## src/rtl/rx_tag_fifo_pkg.sv

```systemverilog
package rx_tag_fifo_pkg;

  // Effective trigger: 0 behaves as 1, above depth behaves as depth
  function automatic int unsigned eff_trigger(int unsigned t, int unsigned d);
    if (t == 0) return 1;
    if (t > d) return d;
    return t;
  endfunction

  // Distance of a storage slot from the read pointer, in ring order
  function automatic int unsigned ring_dist(int unsigned idx, int unsigned rp, int unsigned d);
    return (idx >= rp) ? (idx - rp) : (idx + d - rp);
  endfunction

  // Size of the inspected window: trigger level limited by fill
  function automatic int unsigned window_span(int unsigned t, int unsigned fill);
    return (t < fill) ? t : fill;
  endfunction

endpackage

```

## src/rtl/rx_tag_fifo_store.sv

```systemverilog
module rx_tag_fifo_store #(
  parameter int DEPTH  = 64,
  parameter int DATA_W = 8,
  parameter int TAG_W  = 3,
  localparam int PTR_W = $clog2(DEPTH),
  localparam int CNT_W = $clog2(DEPTH + 1),
  localparam int WORD_W = DATA_W + TAG_W
) (
  input  logic              clk,
  input  logic              rst_n,
  input  logic              wr_en,
  input  logic [DATA_W-1:0] wr_data,
  input  logic [TAG_W-1:0]  wr_tag,
  input  logic              rd_en,
  output logic [WORD_W-1:0] head_word,
  output logic [PTR_W-1:0]  rd_ptr,
  output logic [CNT_W-1:0]  count,
  output logic [DEPTH-1:0]  tag_flag,
  output logic              wr_drop
);

  logic [WORD_W-1:0] mem [DEPTH];
  logic [PTR_W-1:0]  wr_ptr;
  logic              is_full, is_empty, wr_ok, rd_ok;

  function automatic logic [PTR_W-1:0] next_ptr(logic [PTR_W-1:0] p);
    return (p == PTR_W'(DEPTH - 1)) ? '0 : p + 1'b1;
  endfunction

  assign is_full  = (count == CNT_W'(DEPTH));
  assign is_empty = (count == '0);
  assign wr_ok    = wr_en && !is_full;
  assign rd_ok    = rd_en && !is_empty;
  assign wr_drop  = wr_en && is_full;

  always_ff @(posedge clk) begin
    if (wr_ok) mem[wr_ptr] <= {wr_tag, wr_data};
  end

  always_ff @(posedge clk or negedge rst_n) begin
    if (!rst_n) begin
      wr_ptr   <= '0;
      rd_ptr   <= '0;
      count    <= '0;
      tag_flag <= '0;
    end else begin
      if (wr_ok) begin
        wr_ptr           <= next_ptr(wr_ptr);
        tag_flag[wr_ptr] <= |wr_tag;
      end
      if (rd_ok) rd_ptr <= next_ptr(rd_ptr);
      case ({wr_ok, rd_ok})
        2'b10:   count <= count + 1'b1;
        2'b01:   count <= count - 1'b1;
        default: count <= count;
      endcase
    end
  end

  assign head_word = mem[rd_ptr];

endmodule

```

## src/rtl/rx_tag_fifo_window.sv

```systemverilog
module rx_tag_fifo_window
  import rx_tag_fifo_pkg::*;
#(
  parameter int DEPTH = 64,
  localparam int PTR_W = $clog2(DEPTH),
  localparam int CNT_W = $clog2(DEPTH + 1)
) (
  input  logic [DEPTH-1:0] tag_flag,
  input  logic [PTR_W-1:0] rd_ptr,
  input  logic [CNT_W-1:0] count,
  input  logic [CNT_W-1:0] trig_level,
  output logic [CNT_W-1:0] eff_trig,
  output logic [DEPTH-1:0] win_mask,
  output logic             win_hit
);

  int unsigned span;

  always_comb begin
    eff_trig = CNT_W'(eff_trigger(32'(trig_level), DEPTH));
    span     = window_span(32'(eff_trig), 32'(count));
  end

  for (genvar g = 0; g < DEPTH; g++) begin : g_slot
    assign win_mask[g] = ring_dist(g, 32'(rd_ptr), DEPTH) < span;
  end

  assign win_hit = |(win_mask & tag_flag);

endmodule

```

## src/rtl/rx_tag_fifo_req.sv

```systemverilog
module rx_tag_fifo_req #(
  parameter int DEPTH = 64,
  localparam int CNT_W = $clog2(DEPTH + 1)
) (
  input  logic             clk,
  input  logic             rst_n,
  input  logic [CNT_W-1:0] count,
  input  logic [CNT_W-1:0] eff_trig,
  input  logic             win_hit,
  input  logic             wr_drop,
  input  logic             ovr_clear,
  output logic             dma_req,
  output logic             eoe_irq,
  output logic             overrun
);

  logic reached;

  assign reached = (count >= eff_trig);
  assign dma_req = reached && !win_hit;
  assign eoe_irq = win_hit;

  always_ff @(posedge clk or negedge rst_n) begin
    if (!rst_n)         overrun <= 1'b0;
    else if (wr_drop)   overrun <= 1'b1;
    else if (ovr_clear) overrun <= 1'b0;
  end

endmodule

```

## src/rtl/rx_tag_fifo.sv

```systemverilog
module rx_tag_fifo #(
  parameter int DEPTH  = 64,
  parameter int DATA_W = 8,
  parameter int TAG_W  = 3,
  localparam int PTR_W = $clog2(DEPTH),
  localparam int CNT_W = $clog2(DEPTH + 1)
) (
  input  logic              clk,
  input  logic              rst_n,
  input  logic              wr_en,
  input  logic [DATA_W-1:0] wr_data,
  input  logic [TAG_W-1:0]  wr_tag,
  input  logic              rd_en,
  output logic [DATA_W-1:0] rd_data,
  output logic [TAG_W-1:0]  rd_tag,
  input  logic [CNT_W-1:0]  trig_level,
  input  logic              ovr_clear,
  output logic [CNT_W-1:0]  level,
  output logic              empty,
  output logic              full,
  output logic              dma_req,
  output logic              eoe_irq,
  output logic              eoe_status,
  output logic              overrun
);

  logic [DATA_W+TAG_W-1:0] head_word;
  logic [PTR_W-1:0]        rd_ptr;
  logic [DEPTH-1:0]        tag_flag, win_mask;
  logic [CNT_W-1:0]        eff_trig;
  logic                    win_hit, wr_drop;

  rx_tag_fifo_store #(.DEPTH(DEPTH), .DATA_W(DATA_W), .TAG_W(TAG_W)) u_store (
    .clk(clk), .rst_n(rst_n), .wr_en(wr_en), .wr_data(wr_data), .wr_tag(wr_tag),
    .rd_en(rd_en), .head_word(head_word), .rd_ptr(rd_ptr), .count(level),
    .tag_flag(tag_flag), .wr_drop(wr_drop)
  );

  rx_tag_fifo_window #(.DEPTH(DEPTH)) u_window (
    .tag_flag(tag_flag), .rd_ptr(rd_ptr), .count(level), .trig_level(trig_level),
    .eff_trig(eff_trig), .win_mask(win_mask), .win_hit(win_hit)
  );

  rx_tag_fifo_req #(.DEPTH(DEPTH)) u_req (
    .clk(clk), .rst_n(rst_n), .count(level), .eff_trig(eff_trig), .win_hit(win_hit),
    .wr_drop(wr_drop), .ovr_clear(ovr_clear), .dma_req(dma_req), .eoe_irq(eoe_irq),
    .overrun(overrun)
  );

  assign rd_data    = head_word[DATA_W-1:0];
  assign rd_tag     = head_word[DATA_W+TAG_W-1:DATA_W];
  assign eoe_status = win_hit;
  assign empty      = (level == '0);
  assign full       = (level == CNT_W'(DEPTH));

endmodule

```

## config.mk

```make
export PLATFORM = sky130hd
export DESIGN_NAME = rx_tag_fifo
export DESIGN_NICKNAME = d
export VERILOG_FILES = /design/src/rtl/rx_tag_fifo_pkg.sv /design/src/rtl/rx_tag_fifo_store.sv /design/src/rtl/rx_tag_fifo_window.sv /design/src/rtl/rx_tag_fifo_req.sv /design/src/rtl/rx_tag_fifo.sv
export SDC_FILE = /design/constraint.sdc
export NUM_CORES = 1
export LEC_CHECK = 0
export BUFFER_PORTS_ARGS = -buffer_cell sky130_fd_sc_hd__buf_2
export CORE_MARGIN = 3
export CORE_UTILIZATION = 50
export CTS_BUF_LIST = sky130_fd_sc_hd__clkbuf_2
export DETAILED_ROUTE_END_ITERATION = 7
export PLACE_DENSITY = 0.63
export SYNTH_ARGS = -nofsm -noshare
export SYNTH_HDL_FRONTEND = slang
export SYNTH_SLANG_ARGS = --single-unit
```

## constraint.sdc

```tcl
create_clock -name clk -period 8.7 [get_ports clk]
set_input_delay 0.435 -clock clk [delete_from_list [all_inputs] [get_ports clk]]
set_output_delay 0.435 -clock clk [all_outputs]
set_load 0.02 [all_outputs]
```

Word-level counts from Yosys, hierarchy flattened
Memories as Yosys holds them, arrays and structs flattened.
Index checks and enable logic that the tools add are counted.
{"block": "word_totals", "n_memories": 1, "latch_bits": 0, "romBits": 0, "reg_bits": 84, "out_inout_bits": 24, "inputBits": 23, "elab_cells": 370, "ram_bits": 704}
{"name": "u_store.mem", "words": 64, "word_bits": 11, "read_ports": 1, "rd_clocked_by_memory_dff": 0, "write_ports": 1, "line_no": "rx_tag_fifo_store.sv:22", "text": "logic [WORD_W-1:0] mem [DEPTH];"}
{"block": "op_classes", "n_reduce_logical": 14, "shifts": 0, "bitwise": 1, "mul": 0, "n_mux": 81, "magnitude_cmp": 132, "n_eq_ne": 5, "div": 0, "n_addsub": 131}
{"operator": "32-bit less-than comparator", "count": 64}
{"operator": "32-bit 2-to-1 mux", "count": 63}
{"operator": "7-bit by 6-bit subtractor with 8-bit output (first input constant)", "count": 63}
{"operator": "6-bit by 6-bit subtractor with 7-bit output (first input constant)", "count": 32}
{"operator": "6-bit >= comparator (first input constant)", "count": 31}
{"operator": "5-bit by 6-bit subtractor with 7-bit output (first input constant)", "count": 16}
{"operator": "5-bit by 6-bit >= comparator with 1-bit output (first input constant)", "count": 16}
{"operator": "64-bit AND", "count": 1}
{"operator": "64-bit bitwise mux", "count": 1}
{"operator": "64-bit OR reduction", "count": 1}
{"operator": "4-bit by 6-bit subtractor with 7-bit output (first input constant)", "count": 8}
{"operator": "4-bit by 6-bit >= comparator with 1-bit output (first input constant)", "count": 8}
{"operator": "7-bit 2-to-1 mux", "count": 4}
{"operator": "3-bit by 6-bit subtractor with 7-bit output (first input constant)", "count": 4}
{"operator": "3-bit by 6-bit >= comparator with 1-bit output (first input constant)", "count": 4}
{"operator": "7-bit logical NOT", "count": 2}
{"operator": "7-bit case mux with 2 select lines", "count": 1}
{"operator": "1-bit by 6-bit subtractor with 7-bit output (first input constant)", "count": 2}
{"operator": "2-bit by 6-bit subtractor with 7-bit output (first input constant)", "count": 2}
{"operator": "6-bit by 1-bit adder with 6-bit output (second input constant)", "count": 2}
{"operator": "6-bit equality test (second input constant)", "count": 2}
{"operator": "1-bit by 6-bit >= comparator with 1-bit output (first input constant)", "count": 2}
{"operator": "2-bit by 6-bit >= comparator with 1-bit output (first input constant)", "count": 2}
{"operator": "6-bit 2-to-1 mux", "count": 2}
{"operator": "16 further kinds", "count": 31}

Depth between registers and ports, before layout
{"block": "depth", "ltp_word": 12, "ltp_mapped": 27, "depth_no_buf": 21}

Modules after synthesis
A second synthesis with hierarchy kept.
{"block": "hier_totals", "hier_cells": 2956, "area_unflattened_um2": 40794.1}
{"module": "rx_tag_fifo_store", "seq_area_each_um2": 23217.3, "instances": 1, "cells_per_inst": 1531, "area_per_inst_um2": 30986.0}
{"module": "rx_tag_fifo_window", "seq_area_each_um2": 0.0, "instances": 1, "cells_per_inst": 1395, "area_per_inst_um2": 9546.7}
{"module": "rx_tag_fifo_req", "seq_area_each_um2": 25.0, "instances": 1, "cells_per_inst": 27, "area_per_inst_um2": 229.0}
{"module": "rx_tag_fifo", "seq_area_each_um2": 0.0, "instances": 1, "cells_per_inst": 3, "area_per_inst_um2": 32.5}

Worst setup path after synthesis
No wires, ideal clock.
{"block": "synth_path", "path_type": "reg-to-output", "startpoint": "register u_store.rd_ptr[5]", "endpoint": "output eoe_status", "stages_incl_launch_ff": 27, "t_arrival_ns": 6.433, "path_buffers": 8, "required_time_ns": 8.265, "slack_ns": 1.832, "path_cell_list": "dfrtp_1 clkbuf_1 inv_2 buf_1 buf_1 clkbuf_1 buf_1 ha_1 clkbuf_1 clkbuf_1 inv_1 ha_1 inv_1 ha_1 o21ai_0 nand2_1 o21ai_0 a2111oi_0 nand3_1 nor3_1 nand4b_1 or4_1 nor4_2 nand4_1 nor4_2 nand4_1 buf_4"}
{"block": "synth_between", "elab_chain_cells": 5, "word_cells_on_any_way": 319}
{"item": "from (decl)", "line_no": "rx_tag_fifo_store.sv:16", "text": "output logic [PTR_W-1:0] rd_ptr,"}
{"item": "from (signal assigned)", "line_no": "rx_tag_fifo_store.sv:51", "text": "if (rd_ok) rd_ptr <= next_ptr(rd_ptr);"}
{"item": "7-bit by 6-bit subtractor with 8-bit output, or another cell as far along", "line_no": "rx_tag_fifo_pkg.sv:12", "text": "return (idx >= rp) ? (idx - rp) : (idx + d - rp);"}
{"item": "32-bit 2-to-1 mux", "line_no": "rx_tag_fifo_pkg.sv:12"}
{"item": "32-bit less-than comparator", "line_no": "rx_tag_fifo_window.sv:25", "text": "assign win_mask[g] = ring_dist(g, 32'(rd_ptr), DEPTH) < span;"}
{"item": "64-bit AND (*)", "line_no": "rx_tag_fifo_window.sv:28", "text": "assign win_hit = |(win_mask & tag_flag);"}
{"item": "64-bit OR reduction (*)", "line_no": "rx_tag_fifo_window.sv:28"}
{"item": "to (decl)", "line_no": "rx_tag_fifo.sv:23", "text": "output logic eoe_status,"}
Mark *: on every way between the ends. The rest lies on a longest branch, timed or not.

Worst setup path in the final report
{"block": "layout_path", "startpoint": "register u_store.rd_ptr[1]", "endpoint": "output eoe_status"}
Same word-level chain as after synthesis.

==> results.sh <==
export IMPL_avgSynthCellArea_um2=14.8
export IMPL_dr_wl_met2_mm=54.2
export IMPL_ant_nets=0
export IMPL_overflow=0
export IMPL_cellPowerDensity_nw_per_um2=373
export IMPL_drv_cap=0
export IMPL_syn_to_final_growth_pct=9.52
export IMPL_hold_path_startpoint="wr_en"
export IMPL_power_leakage_nw=15.3
export IMPL_ys_ff_latch=788
export IMPL_cts_tree="done"
export IMPL_relSlewSlack_pct=8.61
export IMPL_cp_end_kind="output pin"
export IMPL_finalPower_mw=15.7
export IMPL_final_nets=3050
export IMPL_startpoint_type="register"
export IMPL_synth_sequential_area_ratio_pct=60.3
export IMPL_cts_root_buf="clkbuf_2"
export IMPL_routedLengthMet1_mm=46.3
export IMPL_synthMostInstantiatedCell="edfxtp_1"
export IMPL_final_fill_count=6228
export IMPL_clock_latency_ns=1.40
export IMPL_rows=101
export IMPL_cp_top_family="simple AND/OR/NAND/NOR gates"
export IMPL_fin_worst_skew_ns=0.124
export IMPL_vias=24700
export IMPL_clock_path_buffers=3
export IMPL_highest_layer="met5"
export IMPL_drt_first_pass_iters=6
export IMPL_cts_resized=0
export IMPL_cpPeakStageDelay_ns=1.11
export IMPL_ir_worst_vdd_mv=0.361
export IMPL_initial_utilization_pct=50.6
export IMPL_ys_warnings_count=0
export IMPL_vias_per_cell=6.18
export IMPL_grt_pass1_wl_mm=169
export IMPL_path_cells="clkinv_1, ha_1, nor2_1, o21ai_0, ha_1, inv_1, ha_1, nor2_1, nand2_1, o21ai_0, a2111oi_0, nand3_1, nor3_1, nand4b_1, or4_1, nor4_2, nand4_1, nor4_2, nand4_1, buf_2"
export IMPL_synth_nets=2851
export IMPL_yosys_cell_types_count=98
export IMPL_io_buffers=46
export IMPL_wl_per_cell_um=28.7
export IMPL_drc_errors=0
export IMPL_synth_enable_flop_cells=704
export IMPL_timing_rr_start="u_store.count[4]$_DFFE_PN0P_"
export IMPL_wl_met3_mm=8.98
export IMPL_rsz0062_at_grt="no"
export IMPL_htree_num_levels=4
export IMPL_synth_top_cell_by_area="edfxtp_1"
export IMPL_netlist_area_leader_share_pct=54.9
export IMPL_cp_arrival_ns=7.76
export IMPL_cts_buffers=191
export IMPL_drive_above_1_share_pct=24.3
export IMPL_synthesis_area_um2=38500
export IMPL_die_w_um=284
export IMPL_grtUsageTotal_pct=28.7
export IMPL_worstHoldPathCells=6
export IMPL_slowest_stage="nor2_1"
export IMPL_cts_sinks=788
export IMPL_fin_crit_sh_pct=94.1
export IMPL_dpl_hpwl_mm=75.9
export IMPL_die_area_um2=80400
export IMPL_worstPathBufferInverterCount=3
export IMPL_worstPathRequired_ns=8.27
export IMPL_netlist_top_cells_count="edfxtp_1 (704), nor2_1 (239), mux4_2 (231)"
export IMPL_grt_pass1_vias=24900
export IMPL_fin_tns_setup_ns=0
export IMPL_hold_path_class="in -> reg"
export IMPL_drt_wl_total_mm=115
export IMPL_cts_clk_slew_worst_paths_ns=0.10
export IMPL_gp_congestion=1.04
export IMPL_r2r_end="u_store.count[6]$_DFFE_PN0P_"
export IMPL_worst_path_most_repeated_cell="ha_1"
export IMPL_critPathKind="reg -> out"
export IMPL_synth_area_top_cells="edfxtp_1 (55%), mux4_2 (14%), ha_1 (7.1%)"
export IMPL_async_flop_share_pct=10.7
export IMPL_antenna_found_initial=10
export IMPL_post_route_min_period_ns=8.19
export IMPL_fmax_ghz=0.122
export IMPL_worstPathMaxFanout=11
export IMPL_finalMaxSlewViolations=0
export IMPL_r2r_cells=15
export IMPL_die_h_um=284
export IMPL_worstMarginPinSlew_ns=1.37
export IMPL_status="complete, no violations"
export IMPL_core_um2=76100
export IMPL_hold_viol_final=0
export IMPL_whs_endpoint="u_store.wr_ptr[5]$_DFFE_PN0P_"
export IMPL_rrSetupSlack_ns=4.38
export IMPL_setup_viol=0
export IMPL_synth_flop_cell="edfxtp_1"
export IMPL_synthCells=2608
export IMPL_postCtsSetupBuffers=0
export IMPL_drtIter0Drc=2572
export IMPL_grt_max_degree=137
export IMPL_io_pins=47
where the power goes:
part           total, mW  internal [mW]  leakage (nW)  switching, mW
sequential          4.62           4.36          7.40          0.259
clock               2.48          0.956          1.34           1.52
combinational       8.63           3.27          6.51           5.37
total               15.7           8.58          15.3           7.15
layer usage:
layer	global-route usage, %	vias to the layer above
met5	0	-
met4	12.8	8
met3	6.32	269
met2	45.2	1183
met1	38.8	12500
li1	-	10700
placed cells by master, fill, tap and decap left out, types with 10 or more instances in the layout:
cell,synthesis,routed
a21o_1,15,15
a21oi_1,163,163
a31oi_1,41,41
buf_2,5,45
buf_4,2,62
clkbuf_2,0,278
clkinv_1,5,50
dfrtp_1,84,80
dlygate4sd3_1,0,20
edfxtp_1,704,704
ha_1,219,218
inv_1,138,137
maj3_1,10,10
mux4_2,231,231
nand2_1,134,134
nand2b_1,10,10
nand3_1,53,53
nand4_1,11,11
nor2_1,239,207
nor2_2,0,32
nor2b_1,14,14
nor3_1,13,12
nor3b_1,14,14
o211ai_1,20,20
o21ai_0,90,90
o22ai_1,14,14
xnor2_1,61,61
registers in the layout, summed over array words and instances, names as in the netlist:
| register | count |
|---|---|
| u_store.rd_ptr | 6 |
| u_store.count | 7 |
| u_store.mem | 704 |
| u_store.tag_flag | 64 |
| u_req.overrun | 1 |
| u_store.wr_ptr | 6 |
through the flow:
stage | instances | worst slack [ns] | util [%] | area (µm²) | hold slack, ns
after global placement | 3623 | 1.87 | 52.8 | 40200 | 0.433
after floorplan | 2608 | 1.83 | - | 38500 | 0.139
after detailed placement | 3623 | 1.85 | 52.8 | 40200 | 0.438
after CTS | 3985 | 0.415 | 55.4 | 42200 | 0.0483
final | 3992 | 0.509 | 55.5 | 42200 | 0.247
after global routing | 3988 | 0.0530 | 55.4 | 42200 | 0.177
how the worst max path moves through the flow:
stage                                  startpoint          to  slack [ns]  cells past startpoint
CTS                  u_store.count[1]$_DFFE_PN0P_  eoe_status        0.42                     22
global placement                    trig_level[6]  eoe_status        1.87                     23
detailed placement                  trig_level[6]  eoe_status        1.85                     23
finish              u_store.rd_ptr[1]$_DFFE_PN0P_  eoe_status        0.51                     20
floorplan           u_store.rd_ptr[5]$_DFFE_PN0P_  eoe_status        1.83                     26
global route         u_store.count[1]$_DFFE_PN0P_  eoe_status        0.05                     22
cells by family after synthesis:
kind of cell    Yosys count  synth area share (%)
xor+xnor                 64                  1.46
flops                   788                  60.3
mux                     242                  13.8
compound gates          462                  7.56
simple gates            548                  6.62
other cells               1               0.00973
buf+inv                 271                  2.72
fa+ha+maj               232                  7.48
worst reg2reg max path: stages, from the launching register on:
cell and delay, ns:
dfrtp_1 0.52, nor4_1 0.40, nand2_1 0.17, o21ai_0 0.73, clkinv_1 0.53, ha_1 0.46, inv_1 0.15, fa_1 0.24
inv_1 0.05, a21oi_1 0.15, o21bai_1 0.12, a21o_1 0.19, a21oi_1 0.17, xnor2_1 0.14, nor2_1 0.07, xnor2_1 0.14
timing repair:
item / CTS / global route
endpoints found under the setup margin: 0 / 0
hold endpoints to repair: 808 / 0
hold buffers: 21 / 0
area by class of cell:
cell class                 instances  area [µm²]  share of cell area [%]
antenna                            7        17.5                  0.0415
tap                             1030        1290                    3.05
sequential                       788       23300                    55.1
inverter                         148         557                    1.32
multi-input combinational       1549       14300                    34.0
timing repair buffer             129         931                    2.21
clock buffer                     278        1390                    3.30
clock inverter                    63         408                   0.967
Note: power is estimated with default switching activity, not from simulation.
